==> src/rtl/dcm_pkg.sv <==
package dcm_pkg;
   localparam int unsigned CMD_W  = 4;
   localparam int unsigned PAD_W  = 4;
   localparam int unsigned DATA_W = 16;
   localparam int unsigned WORD_W = CMD_W + PAD_W + DATA_W;
   localparam logic [CMD_W-1:0] CMD_NOP = 4'b1111;

   typedef enum logic [2:0] {
      PH_IDLE,
      PH_LEAD,
      PH_HIGH,
      PH_LOW,
      PH_TAIL,
      PH_GAP
   } phase_e;
endpackage

==> src/rtl/dcm_word_pack.sv <==
module dcm_word_pack
   import dcm_pkg::*;
#(
   parameter int unsigned N_DEV = 3
) (
   input  logic [N_DEV-1:0]        dev_active,
   input  logic [N_DEV*CMD_W-1:0]  dev_cmd,
   input  logic [N_DEV*DATA_W-1:0] dev_data,
   output logic [N_DEV*WORD_W-1:0] frame
);
   // The top slice of the frame leaves first, so it belongs to the far device.
   for (genvar g = 0; g < N_DEV; g++) begin : g_slot
      assign frame[g*WORD_W +: WORD_W] = dev_active[g]
         ? {dev_cmd[g*CMD_W +: CMD_W], {PAD_W{1'b0}}, dev_data[g*DATA_W +: DATA_W]}
         : {CMD_NOP, {PAD_W{1'b0}}, {DATA_W{1'b0}}};
   end
endmodule

==> src/rtl/dcm_half_timer.sv <==
module dcm_half_timer #(
   parameter int unsigned DIV_W = 8
) (
   input  logic             clk,
   input  logic             rst_n,
   input  logic             reload,
   input  logic [DIV_W-1:0] half_in,
   output logic             tick
);
   logic [DIV_W-1:0] span_q;
   logic [DIV_W-1:0] cnt_q;
   logic [DIV_W-1:0] span_d;

   assign span_d = (half_in == '0) ? DIV_W'(1) : half_in;
   assign tick   = (cnt_q == '0);

   always_ff @(posedge clk) begin
      if (!rst_n) begin
         span_q <= DIV_W'(1);
         cnt_q  <= '0;
      end else if (reload) begin
         span_q <= span_d;
         cnt_q  <= span_d - DIV_W'(1);
      end else if (cnt_q == '0) begin
         cnt_q  <= span_q - DIV_W'(1);
      end else begin
         cnt_q  <= cnt_q - DIV_W'(1);
      end
   end
endmodule

==> src/rtl/dcm_shift_engine.sv <==
module dcm_shift_engine
   import dcm_pkg::*;
#(
   parameter int unsigned N_DEV = 3
) (
   input  logic                    clk,
   input  logic                    rst_n,
   input  logic                    start,
   input  logic                    tick,
   input  logic [N_DEV*WORD_W-1:0] frame_in,
   output logic                    reload,
   output logic                    sck,
   output logic                    cs_ld,
   output logic                    sdi,
   output logic                    busy,
   output logic                    done
);
   localparam int unsigned TOTAL = N_DEV * WORD_W;
   localparam int unsigned CNT_W = $clog2(TOTAL);

   phase_e           phase_q;
   logic [TOTAL-1:0] sreg_q;
   logic [CNT_W-1:0] bit_q;
   logic             gap_q;
   logic             sck_q;
   logic             cs_q;
   logic             done_q;

   assign reload = (phase_q == PH_IDLE) && start;
   assign busy   = (phase_q != PH_IDLE);
   assign sck    = sck_q;
   assign cs_ld  = cs_q;
   assign done   = done_q;
   assign sdi    = !cs_q && sreg_q[TOTAL-1];

   always_ff @(posedge clk) begin
      if (!rst_n) begin
         phase_q <= PH_IDLE;
         sreg_q  <= '0;
         bit_q   <= '0;
         gap_q   <= 1'b0;
         sck_q   <= 1'b0;
         cs_q    <= 1'b1;
         done_q  <= 1'b0;
      end else begin
         done_q <= 1'b0;
         unique case (phase_q)
            PH_IDLE: if (start) begin
               sreg_q  <= frame_in;
               bit_q   <= '0;
               cs_q    <= 1'b0;
               phase_q <= PH_LEAD;
            end
            PH_LEAD: if (tick) begin
               sck_q   <= 1'b1;
               phase_q <= PH_HIGH;
            end
            PH_HIGH: if (tick) begin
               sck_q <= 1'b0;
               if (bit_q == CNT_W'(TOTAL-1)) begin
                  phase_q <= PH_TAIL;
               end else begin
                  sreg_q  <= {sreg_q[TOTAL-2:0], 1'b0};
                  bit_q   <= bit_q + CNT_W'(1);
                  phase_q <= PH_LOW;
               end
            end
            PH_LOW: if (tick) begin
               sck_q   <= 1'b1;
               phase_q <= PH_HIGH;
            end
            PH_TAIL: if (tick) begin
               cs_q    <= 1'b1;
               gap_q   <= 1'b0;
               phase_q <= PH_GAP;
            end
            PH_GAP: if (tick) begin
               if (gap_q) begin
                  phase_q <= PH_IDLE;
                  done_q  <= 1'b1;
               end else begin
                  gap_q <= 1'b1;
               end
            end
            default: phase_q <= PH_IDLE;
         endcase
      end
   end
endmodule

==> src/rtl/dac_chain_master.sv <==
module dac_chain_master
   import dcm_pkg::*;
#(
   parameter int unsigned N_DEV = 3,
   parameter int unsigned DIV_W = 8
) (
   input  logic                    clk,
   input  logic                    rst_n,
   input  logic                    start,
   input  logic [N_DEV-1:0]        dev_active,
   input  logic [N_DEV*CMD_W-1:0]  dev_cmd,
   input  logic [N_DEV*DATA_W-1:0] dev_data,
   input  logic [DIV_W-1:0]        div_half,
   output logic                    busy,
   output logic                    done,
   output logic                    sck,
   output logic                    cs_ld,
   output logic                    sdi
);
   localparam int unsigned FRAME_W = N_DEV * WORD_W;

   if (N_DEV < 1) begin : g_bad_chain
      $error("dac_chain_master: N_DEV must be at least 1");
   end
   if (DIV_W < 1 || DIV_W > 16) begin : g_bad_div
      $error("dac_chain_master: DIV_W must lie in 1..16");
   end

   logic [FRAME_W-1:0] frame;
   logic               tick;
   logic               reload;

   dcm_word_pack #(.N_DEV(N_DEV)) u_pack (
      .dev_active (dev_active),
      .dev_cmd    (dev_cmd),
      .dev_data   (dev_data),
      .frame      (frame)
   );

   dcm_half_timer #(.DIV_W(DIV_W)) u_timer (
      .clk     (clk),
      .rst_n   (rst_n),
      .reload  (reload),
      .half_in (div_half),
      .tick    (tick)
   );

   dcm_shift_engine #(.N_DEV(N_DEV)) u_engine (
      .clk      (clk),
      .rst_n    (rst_n),
      .start    (start),
      .tick     (tick),
      .frame_in (frame),
      .reload   (reload),
      .sck      (sck),
      .cs_ld    (cs_ld),
      .sdi      (sdi),
      .busy     (busy),
      .done     (done)
   );
endmodule

==> config.mk <==
export PLATFORM = sky130hd
export DESIGN_NAME = dac_chain_master
export DESIGN_NICKNAME = d
export VERILOG_FILES = /design/src/rtl/dcm_pkg.sv /design/src/rtl/dcm_word_pack.sv /design/src/rtl/dcm_half_timer.sv /design/src/rtl/dcm_shift_engine.sv /design/src/rtl/dac_chain_master.sv
export SDC_FILE = /design/constraint.sdc
export NUM_CORES = 1
export LEC_CHECK = 0
export ABC_AREA = 1
export BUFFER_PORTS_ARGS = -buffer_cell sky130_fd_sc_hd__buf_4
export CAP_MARGIN = 20
export CORE_MARGIN = 4
export CORE_UTILIZATION = 30
export CTS_BUF_LIST = sky130_fd_sc_hd__clkbuf_16
export DETAILED_ROUTE_END_ITERATION = 16
export GPL_ROUTABILITY_DRIVEN = 0
export PLACE_DENSITY = 0.56
export SYNTH_ARGS = -nofsm -noshare
export SYNTH_HDL_FRONTEND = slang
export SYNTH_SLANG_ARGS = --single-unit
==> constraint.sdc <==
create_clock -name clk -period 3 [get_ports clk]
set_input_delay 0.3 -clock clk [delete_from_list [all_inputs] [get_ports clk]]
set_output_delay 0.3 -clock clk [all_outputs]
set_load 0.01 [all_outputs]
==> results.ini, run 1 <==
[drt]
first_pass_iters=4
wl_per_cell_um=12.0
drcViolationCount=0
ant_nets=0
drtIter0Drc=293
viasPerCell=4.67
vias=4435
wl_um=11400

[cts]
numCtsBuffers=9
clk_latency_ns=0.35
clkSlewWorstSetupHoldPaths_ns=0.07
postCtsSetupBuffers=0
cts_buffer_depth=2
cts_root_buffer=clkbuf_16
h-tree-depth=3
cts.sinks=102
cts_tree=done

[global_routing]
grt_usage=0.129
grt_pass1_vias=4147
grt_pass1_wl_um=19500
grt_max_degree=110
antenna_found_initial=0
overflow=0

[final_layout]
fin_util=0.374
drive_gt1_frac=0.157
num-nets-final=810
design_area_um2=5750
insertedDiodeCount=0
area_growth_pct=20.6

[power_and_ir_drop]
power_mw=4.73
net-switching-power_mw=1.73
switching_share=0.365
p_leak_nw=2.63
p_comb_frac=0.342
p_seq_frac=0.396
peakVddDrop_uv=366
p_int_mw=3.00
power_frac_clock=0.262
p_per_area_nw_per_um2=824

[critical_path]
crit_type=reg -> reg
startpoint=u_engine.bit_q[0]$_SDFFE_PN0P_
critPathRequiredTime_ns=3.22
critPathCaptureType=flip-flop
critical_path_arrival_ns=2.65
cp-start-kind=flip-flop
crit_fanout=48
reg2reg_from=u_engine.bit_q[0]$_SDFFE_PN0P_

[logic_synthesis]
synthCells=685
netlist_area_um2=4770
ys_ff_latch=102
synth.avg_cell_area_um2=6.96
ys_types=28
yosysWarnings=0
synth_nets=761
yosysSeqAreaShare=0.428

[placement]
io_buffers=78
dp_hpwl_um=7650
dpl_cell_area_um2=5420
place_ws_ns=0.278

[die]
core_area_um2=15400
initial_utilization=0.310
dieArea_um2=18000
io_pins=79
die_w_um=134
std_cell_rows=45
fp.dieH_um=134

[status]
status=completed

[hold_path]
hold_path.startpoint=div_half[7]
holdCritPathClass=in -> reg

[timing]
period_minus_slack_ns=2.44
setup-tns-final_ns=0
worst_slack_ns=0.563
tightest_slew_ns=0.931
rsz0062_at_grt=false
slew_headroom=0.379
max_freq_mhz=410
drv_slew=0
finalCritPeriodShare=0.812
hold_violations=0
setup_violations=0
clock-skew-final_ns=0.00645

[flow_run]
maxCapViolations=0

-- path summary, 6_finish.rpt --
kind / end / cells past startpoint / slack (ns)
setup / recovery: u_engine.sreg_q[26]$_SDFFE_PN0P_ / 9 / 0.56
hold / removal: u_timer.span_q[7]$_SDFFE_PN0N_ / 3 / 0.27
setup reg to reg: u_engine.sreg_q[26]$_SDFFE_PN0P_ / 9 / 0.56
hold reg to reg: u_engine.sreg_q[66]$_SDFFE_PN0P_ / 2 / 0.46
-- per-layer routing --
layer	track usage	routed length, um	vias to the layer above
met5	0	0	-
met4	0.0305	100	0
met3	0.0360	531	8
met2	0.202	4930	93
met1	0.178	5800	1964
li1	-	-	2370
-- sequential cells by signal (all words and copies together) (netlist names) --
name / count
u_engine.bit_q: 7
u_engine.cs_ld: 1
u_engine.done: 1
u_engine.gap_q: 1
u_engine.phase_q: 3
u_engine.sck: 1
u_engine.sreg_q: 72
u_timer.cnt_q: 8
u_timer.span_q: 8
-- per-stage QoR --
step	cells	hold WS, ns
2_1_floorplan	685	0.430
3_3_place_gp	934	0.448
3_5_place_dp	934	0.450
4_1_cts	950	0.249
5_1_grt	950	0.254
6_report	950	0.265
-- power groups by stage --
stage	Sequential (mW)	Combinational (mW)	Clock, mW
after detailed placement	1.89	1.62	0
final	1.87	1.62	1.24
after global routing	1.92	1.89	1.34
after CTS	1.87	1.63	1.28
after global placement	1.90	1.62	0
after floorplan	1.85	1.33	0
-- synthesized netlist by cell type (all sizes together) --
master,number,area share
a21oi,86,0.090
buf,19,0.032
clkbuf,28,0.022
clkinv,1,0.00079
dfxtp,102,0.43
ha,2,0.0052
inv,32,0.025
nand2,203,0.16
nand3,21,0.024
nand4,8,0.011
nor2,45,0.040
nor3,5,0.0052
o211a,10,0.021
o21ai,119,0.13
o22ai,1,0.0013
or2,1,0.0013
xor2,2,0.0037
-- cells in the final DEF, fill, tap and decap left out, types with 2 or more instances in the layout --
| cell type | instances |
|---|---|
| a21oi_1 | 86 |
| buf_4 | 84 |
| bufinv_16 | 2 |
| clkbuf_16 | 9 |
| clkinv_2 | 2 |
| dfxtp_1 | 102 |
| ha_1 | 2 |
| inv_1 | 31 |
| inv_2 | 2 |
| nand2_1 | 199 |
| nand2_2 | 3 |
| nand3_1 | 19 |
| nand3_2 | 2 |
| nand4_1 | 8 |
| nor2_1 | 39 |
| nor2_2 | 5 |
| nor3_1 | 5 |
| o211a_1 | 10 |
| o21ai_0 | 104 |
| o21ai_1 | 14 |
| xor2_1 | 2 |
-- critical path, stage by stage (launching register included) --
cell	delay, ns
dfxtp_1	0.39
ha_1	0.26
nand2_1	0.07
inv_1	0.07
nand2_1	0.11
o21ai_4	0.52
clkinv_2	0.26
buf_4	0.33
o21ai_0	0.21
a21oi_1	0.06
-- layout make-up --
class | count | area [um^2]
clock inverters | 7 | 90.1
clock buffers | 9 | 225
well taps | 211 | 264
flip-flops and latches | 102 | 2040
fillers | 1645 | 9630
repair buffers | 85 | 651
multi-input cells | 503 | 2350
inverters | 33 | 125
-- timing repair --
item / in CTS / in global routing
resized for setup: 0 / 1
endpoints found under the setup margin: 0 / 4
hold buffers: 0 / 0
hold endpoints to repair: 0 / 0
-- kinds of logic (layout without fill, tap and decap cells) --
kind of cell	after synthesis	after routing	synth area share
compound gates	216	216	0.238
xor+xnor	2	2	0.00368
fa+ha+maj	2	2	0.00525
buf+inv	80	134	0.0803
flops	102	102	0.428
simple gates	283	283	0.244
Power figures use the tool's default switching activity.
==> run 2, diff against run 1 <==
clock period = 2.5 ns   (was 3 ns; I/O delays follow)
==> run 2 against run 1 <==
Against the previous run:
- critical path depth is the same
- worst hold slack lost 0.067 ns
- register-to-register slack lost 0.17 ns
- global-route usage shrank 0.38 points
- design area grew 0.13%
- via count shrank 1.3%
- total power grew 18%
- clock-buffer cell count is the same
- combinational power grew 23%
- critical path type unchanged
- core utilization is essentially flat
==> results.ini, run 2 (synthesis results as in run 1) <==
[placement]
dpl_cell_area_um2=5460  ; +0.74%
dp_hpwl_um=7730  ; +0.95%
io_buffers=78  ; unchanged

[global_routing]
grt_pass1_vias=3903  ; -5.9%
antenna_found_initial=0  ; unchanged
grt_usage=0.125  ; -0.00381
overflow=0  ; unchanged
grt_max_degree=58  ; -47%
grt_pass1_wl_um=18700  ; -3.9%

[cts]
cts_root_buffer=clkbuf_16
numCtsBuffers=9  ; unchanged
cts_hold_buf=0  ; unchanged
clkSlewWorstSetupHoldPaths_ns=0.07  ; about the same
cts_tree=done
clk_latency_ns=0.36  ; about the same
postCtsSetupBuffers=0  ; unchanged
cts_buffer_depth=2  ; unchanged
cts.sinks=102  ; unchanged
h-tree-depth=3  ; unchanged
cts_resized=0  ; unchanged

[drt]
drtIter0Drc=273  ; -6.8%
wl_um=11200  ; -1.7%
vias=4376  ; -1.3%
ant_nets=0  ; unchanged
viasPerCell=4.60  ; -1.5%
drcViolationCount=0  ; unchanged
wl_per_cell_um=11.7  ; -1.9%
first_pass_iters=4  ; unchanged

[status]
status=completed

[final_layout]
drive_gt1_frac=0.162  ; +0.00497
design_area_um2=5750  ; +0.13%
regMostFlops=u_engine.sreg_q
final_common_cell=nand2_1
reg.largest.list=u_engine.sreg_q: 72 flops, u_timer.cnt_q: 8 flops, u_timer.span_q: 8 flops
largest_reg_flops=72  ; unchanged
fin_util=0.374  ; +0.000489
num-nets-final=812  ; +0.25%
insertedDiodeCount=0  ; unchanged
final_cell_mix=nand2_1, o21ai_0, dfxtp_1
area_growth_pct=20.7

[critical_path]
crit_fanout=12  ; -75%
path_cells=nor2_4 -> nand3_2 -> inv_1 -> nand2_1 -> nand3_2 -> inv_1 -> ha_1 -> or2_2 -> a21oi_1
reg2reg_from=u_engine.phase_q[2]$_SDFFE_PN0P_
startpoint=u_engine.phase_q[2]$_SDFFE_PN0P_
critical_path_arrival_ns=2.39  ; -0.26 ns
critPathMaxStageDelay_ns=0.35  ; -0.17 ns
crit_type=reg -> reg
path_buf_inv=2  ; -1
crit_path_top_delay_cell=dfxtp_1
cpLargestDelayFamily=simple AND/OR/NAND/NOR gates
critPathCaptureType=flip-flop
critPathRequiredTime_ns=2.78  ; -0.44 ns
cp-start-kind=flip-flop

[hold_path]
hold_path.startpoint=dev_data[0]
holdCritPathClass=in -> reg

[timing]
hold_violations=0  ; unchanged
clock-skew-final_ns=0.0112  ; +0.00472 ns
rsz0062_at_grt=false
finalCritPeriodShare=0.845  ; +0.0324
setup_violations=0  ; unchanged
tightest_slew_ns=0.443  ; -0.488 ns
drv_slew=0  ; unchanged
setup-tns-final_ns=0  ; unchanged
slew_headroom=0.705  ; +0.325
period_minus_slack_ns=2.11  ; -0.325 ns
max_freq_mhz=474  ; +15%

[power_and_ir_drop]
p_per_area_nw_per_um2=973  ; +18%
p_leak_nw=2.62  ; -0.26%
peakVddDrop_uv=381  ; +4.2%
switching_share=0.382  ; +0.0162
p_comb_frac=0.356  ; +0.014
power_frac_clock=0.244  ; -0.018
p_seq_frac=0.401  ; +0.005
net-switching-power_mw=2.14  ; +24%
p_int_mw=3.46  ; +15%

[die]
core_area_um2=15400  ; unchanged
initial_utilization=0.310  ; unchanged
die_w_um=134  ; unchanged
dieArea_um2=18000  ; unchanged
io_pins=79  ; unchanged
std_cell_rows=45  ; unchanged
fp.dieH_um=134  ; unchanged

[flow_run]
maxCapViolations=0  ; unchanged

[run 2: changes by cell type in the layout (fill, tap and decap cells not counted), sizes merged]
cell,previous run,this run
bufinv,2,0
buf,85,87
clkinv,4,5
clkinvlp,0,1
[run 2: cell type report]
cell class	count	area [um^2]
fillers	1663	9620
clock inverters	7	65.1
clock buffers	9	225
multi-input cells	503	2340
flip-flops and latches	102	2040
repair buffers	87	691
well taps	211	264
inverters	33	125
[run 2: per-layer routing]
| metal | track usage | part of all wire |
|---|---|---|
| met4 | 0.0317 | 0.011 |
| met3 | 0.0383 | 0.043 |
| met2 | 0.186 | 0.42 |
| met5 | 0 | 0 |
| met1 | 0.178 | 0.52 |
[run 2: final timing paths]
check | to | slack (ns) | depth (start not counted)
worst max register to register | u_timer.cnt_q[2]$_SDFF_PN0_ | 0.39 | 9
worst min register to register | u_engine.sreg_q[17]$_SDFFE_PN0P_ | 0.46 | 2
worst max-delay path | u_timer.cnt_q[2]$_SDFF_PN0_ | 0.39 | 9
worst min-delay path | u_engine.sreg_q[0]$_SDFFE_PN0P_ | 0.20 | 3
[run 2: through the flow]
stage / total power, mW / std cells / hold WS, ns / setup slack, ns
after detailed placement: 4.27 / 936 / 0.451 / 0.409
after global placement: 4.28 / 936 / 0.447 / 0.453
after floorplan: 3.82 / 685 / 0.408 / 0.729
final: 5.60 / 952 / 0.198 / 0.388
after global routing: 6.08 / 952 / 0.188 / 0.166
after CTS: 5.67 / 952 / 0.188 / 0.394
[run 2: worst register-to-register path, delay by kind of cell (launching register included)]
family | cells | cell delay (ns)
and+or+nand+nor | 5 | 1.04
buffers and inverters | 2 | 0.32
AOI/OAI and AO/OA | 1 | 0.12
DFF | 1 | 0.35
adders and majority gates | 1 | 0.20
[run 2: power groups by stage]
stage	combinational [mW]	clock [mW]	sequential, mW
floorplan	1.60	0	2.22
global placement	2.00	0	2.28
detailed placement	2.00	0	2.28
CTS	2.01	1.42	2.24
global route	2.31	1.48	2.29
finish	1.99	1.36	2.24
==> run 3, diff against run 2 <==
ABC_AREA = 0   (was 1)
clock period = 2.1 ns   (was 2.5 ns; I/O delays follow)
==> run 3 against run 2 <==
Against the previous run:
- the run now ends with setup timing left
- area after synthesis fell by 0.34%
- non-clock buffer count up 23
- maximum frequency fell by 7.0%
- sequential power up 20%
- critical path type unchanged
- largest cell class unchanged
==> results.ini, run 3 <==
[final_layout]
reg.largest.list=u_engine.sreg_q: 72 flops, u_timer.cnt_q: 8 flops, u_timer.span_q: 8 flops
fillCellCount=1549  ; -6.9%
regMostFlops=u_engine.sreg_q
design_area_um2=6050  ; +5.2%
largest_reg_flops=72  ; unchanged
regArea_um2=2040  ; unchanged
layout.cells.non_filler=835  ; -12%
num-nets-final=695  ; -14%
final_common_cell=buf_4
area_growth_pct=27.5
final_cell_mix=buf_4, dfxtp_1, nand3_1
multi_input_area_um2=2550  ; +8.9%
fin_util=0.394  ; +0.0195
drive_gt1_frac=0.224  ; +0.0624
insertedDiodeCount=0  ; unchanged

[timing]
drv_slew=0  ; unchanged
setup_violations=3  ; +3
worst_slack_ns=-0.170  ; -0.558 ns
finalCritPeriodShare=1.08  ; +0.236
tightest_slew_ns=0.485  ; +0.0424 ns
clock-skew-final_ns=0.0115  ; +0.000380 ns
slew_headroom=0.676  ; -0.0283
rsz0062_at_grt=true
setup-tns-final_ns=-0.299  ; -0.299 ns
max_freq_mhz=441  ; -7.0%
hold_violations=0  ; unchanged
period_minus_slack_ns=2.27  ; +0.158 ns

[drt]
wl_um=11500  ; +2.8%
viasPerCell=5.02  ; +9.2%
drcViolationCount=0  ; unchanged
ant_nets=0  ; unchanged
drtIter0Drc=201  ; -26%
wl_per_cell_um=13.8  ; +17%
vias=4193  ; -4.2%
first_pass_iters=5  ; +1

[logic_synthesis]
synth.area.top_cells=dfxtp_1, nand3_1, o211a_1
yosysWarnings=0  ; unchanged
synth_top_area_cell=dfxtp_1
muxShareOfSynthArea=0.00632  ; +0.00632
synth.most_common_cell=dfxtp_1
ys_ff_latch=102  ; unchanged
synth_nets=626  ; -18%
synth_common_cells=dfxtp_1, nand3_1, nand2_1
synth_compound_area_frac=0.217  ; -0.0216
synthCells=550  ; -20%
synth_fa_ha_area_frac=0.00527  ; +0.0000180
synth_top_area_share=0.430  ; +0.00147
synth_xor_area_frac=0.0148  ; +0.0111
synth.avg_cell_area_um2=8.64  ; +24%
netlist_area_um2=4750  ; -0.34%
async_flop_share=0  ; unchanged
synth_flop_cell=dfxtp_1
synthSimpleGateAreaFrac=0.281  ; +0.0367
ys_types=48  ; +71%
synth_edf_count=0  ; unchanged
yosysSeqAreaShare=0.430  ; +0.00147
synth_top_family_by_area=simple AND/OR/NAND/NOR gates

[critical_path]
r2r_slack_ns=-0.17  ; -0.56 ns
cp-start-kind=flip-flop
critPathCaptureType=flip-flop
critical_path_arrival_ns=2.52  ; +0.13 ns
reg2reg_from=u_engine.phase_q[1]$_SDFFE_PN0P_
rr_endpoint=u_timer.cnt_q[6]$_SDFF_PN0_
reg2reg_depth=8  ; -1
crit_type=reg -> reg
critPathRequiredTime_ns=2.35  ; -0.43 ns
crit_fanout=5  ; -7

[flow_run]
maxCapViolations=0  ; unchanged

[hold_path]
hold_path.startpoint=div_half[2]
holdCritPathClass=in -> reg
hold_depth=3  ; unchanged
worst_hold_path.endpoint=u_timer.span_q[2]$_SDFFE_PN0N_

[placement]
dp_cells=815  ; -13%
dp_hpwl_um=7760  ; +0.49%
io_buffers=78  ; unchanged
place_ws_ns=-0.198  ; -0.607 ns
dpl_cell_area_um2=5710  ; +4.5%

[die]
fp.dieH_um=134  ; -0.16%
die_w_um=134  ; -0.16%
io_pins=79  ; unchanged
dieArea_um2=17900  ; -0.32%
initial_utilization=0.309  ; -0.00106
core_area_um2=15400  ; unchanged
std_cell_rows=45  ; unchanged

[cts]
clkSlewWorstSetupHoldPaths_ns=0.07  ; about the same
numCtsBuffers=9  ; unchanged
h-tree-depth=3  ; unchanged
cts_buffer_depth=2  ; unchanged
cts_hold_buf=0  ; unchanged
clk_latency_ns=0.35  ; about the same
cts_tree=done
cts_root_buffer=clkbuf_16
cts.sinks=102  ; unchanged

[global_routing]
grt_pass1_wl_um=19000  ; +1.3%
grt_max_degree=72  ; +24%
grt_usage=0.128  ; +0.00268
overflow=0  ; unchanged
grt_pass1_vias=3950  ; +1.2%
antenna_found_initial=0  ; unchanged

[power_and_ir_drop]
p_per_area_nw_per_um2=1190  ; +22%
peakVddDrop_uv=485  ; +27%
p_leak_nw=2.73  ; +3.9%

[status]
status=finished, violations left
violations=setup timing

## run 3: changes by cell type after synthesis, moves of 18 or more
| cell | change |
|---|---|
| a21oi_1 | -81 |
| inv_1 | -28 |
| nand2_1 | -122 |
| nor2b_1 | +20 |
| a21boi_0 | +18 |
| o211a_1 | +38 |
| nand3_1 | +80 |
| o21ai_0 | -101 |
| nor2_1 | -26 |
## run 3: layout make-up
type | instances | share of cell area
inverter | 1 | 0.000620
tap | 211 | 0.0436
multi-input combinational | 395 | 0.421
sequential | 102 | 0.337
clock buffer | 9 | 0.0372
clock inverter | 7 | 0.00930
timing repair buffer | 110 | 0.151
## run 3: per-stage QoR
step           power (mW)  hold slack, ns
6_report             7.19           0.138
5_1_grt              7.68           0.160
4_1_cts              7.19           0.117
3_5_place_dp         5.53           0.454
3_3_place_gp         5.44           0.447
2_1_floorplan        4.55           0.355
## run 3: critical path: stages, from the launching register on
cell,delay (ns)
dfxtp_1,0.31
or4b_4,0.58
and4b_4,0.23
a221oi_4,0.27
ha_2,0.25
o311ai_4,0.11
nor4_2,0.19
xor2_1,0.09
and2_1,0.14
## run 3: cell families after synthesis
group,after synthesis
buf+inv,53
compound gates,121
fa+ha+maj,2
mux,3
flops,102
simple gates,261
xor+xnor,8
## run 3: per-layer routing
metal	share of wire	track usage
met2	0.46	0.202
met4	0.0094	0.0389
met1	0.49	0.173
met3	0.041	0.0319
met5	0	0
## run 3: repair_timing
action / CTS / global route
buffers inserted: 0 / 4
pin swaps: 1 / 2
gates resized for setup: 1 / 2
endpoints found under the setup margin: 5 / 12
## run 3: worst max path at each step
stage,from,endpoint
after floorplan,u_engine.phase_q[2]$_SDFFE_PN0P_,u_timer.cnt_q[6]$_SDFF_PN0_
after detailed placement,u_engine.phase_q[1]$_SDFFE_PN0P_,u_timer.cnt_q[6]$_SDFF_PN0_
after global routing,u_engine.phase_q[1]$_SDFFE_PN0P_,u_timer.cnt_q[6]$_SDFF_PN0_
final,u_engine.phase_q[1]$_SDFFE_PN0P_,u_timer.cnt_q[6]$_SDFF_PN0_
after global placement,u_engine.phase_q[1]$_SDFFE_PN0P_,u_timer.cnt_q[6]$_SDFF_PN0_
after CTS,u_engine.phase_q[1]$_SDFFE_PN0P_,u_timer.cnt_q[6]$_SDFF_PN0_
## run 3: power breakdown
part	internal [mW]	switching (mW)	total (mW)	leakage (nW)
combinational	1.36	1.53	2.89	1.75
sequential	2.43	0.268	2.69	0.837
clock	0.819	0.780	1.60	0.136
total	4.61	2.58	7.19	2.73
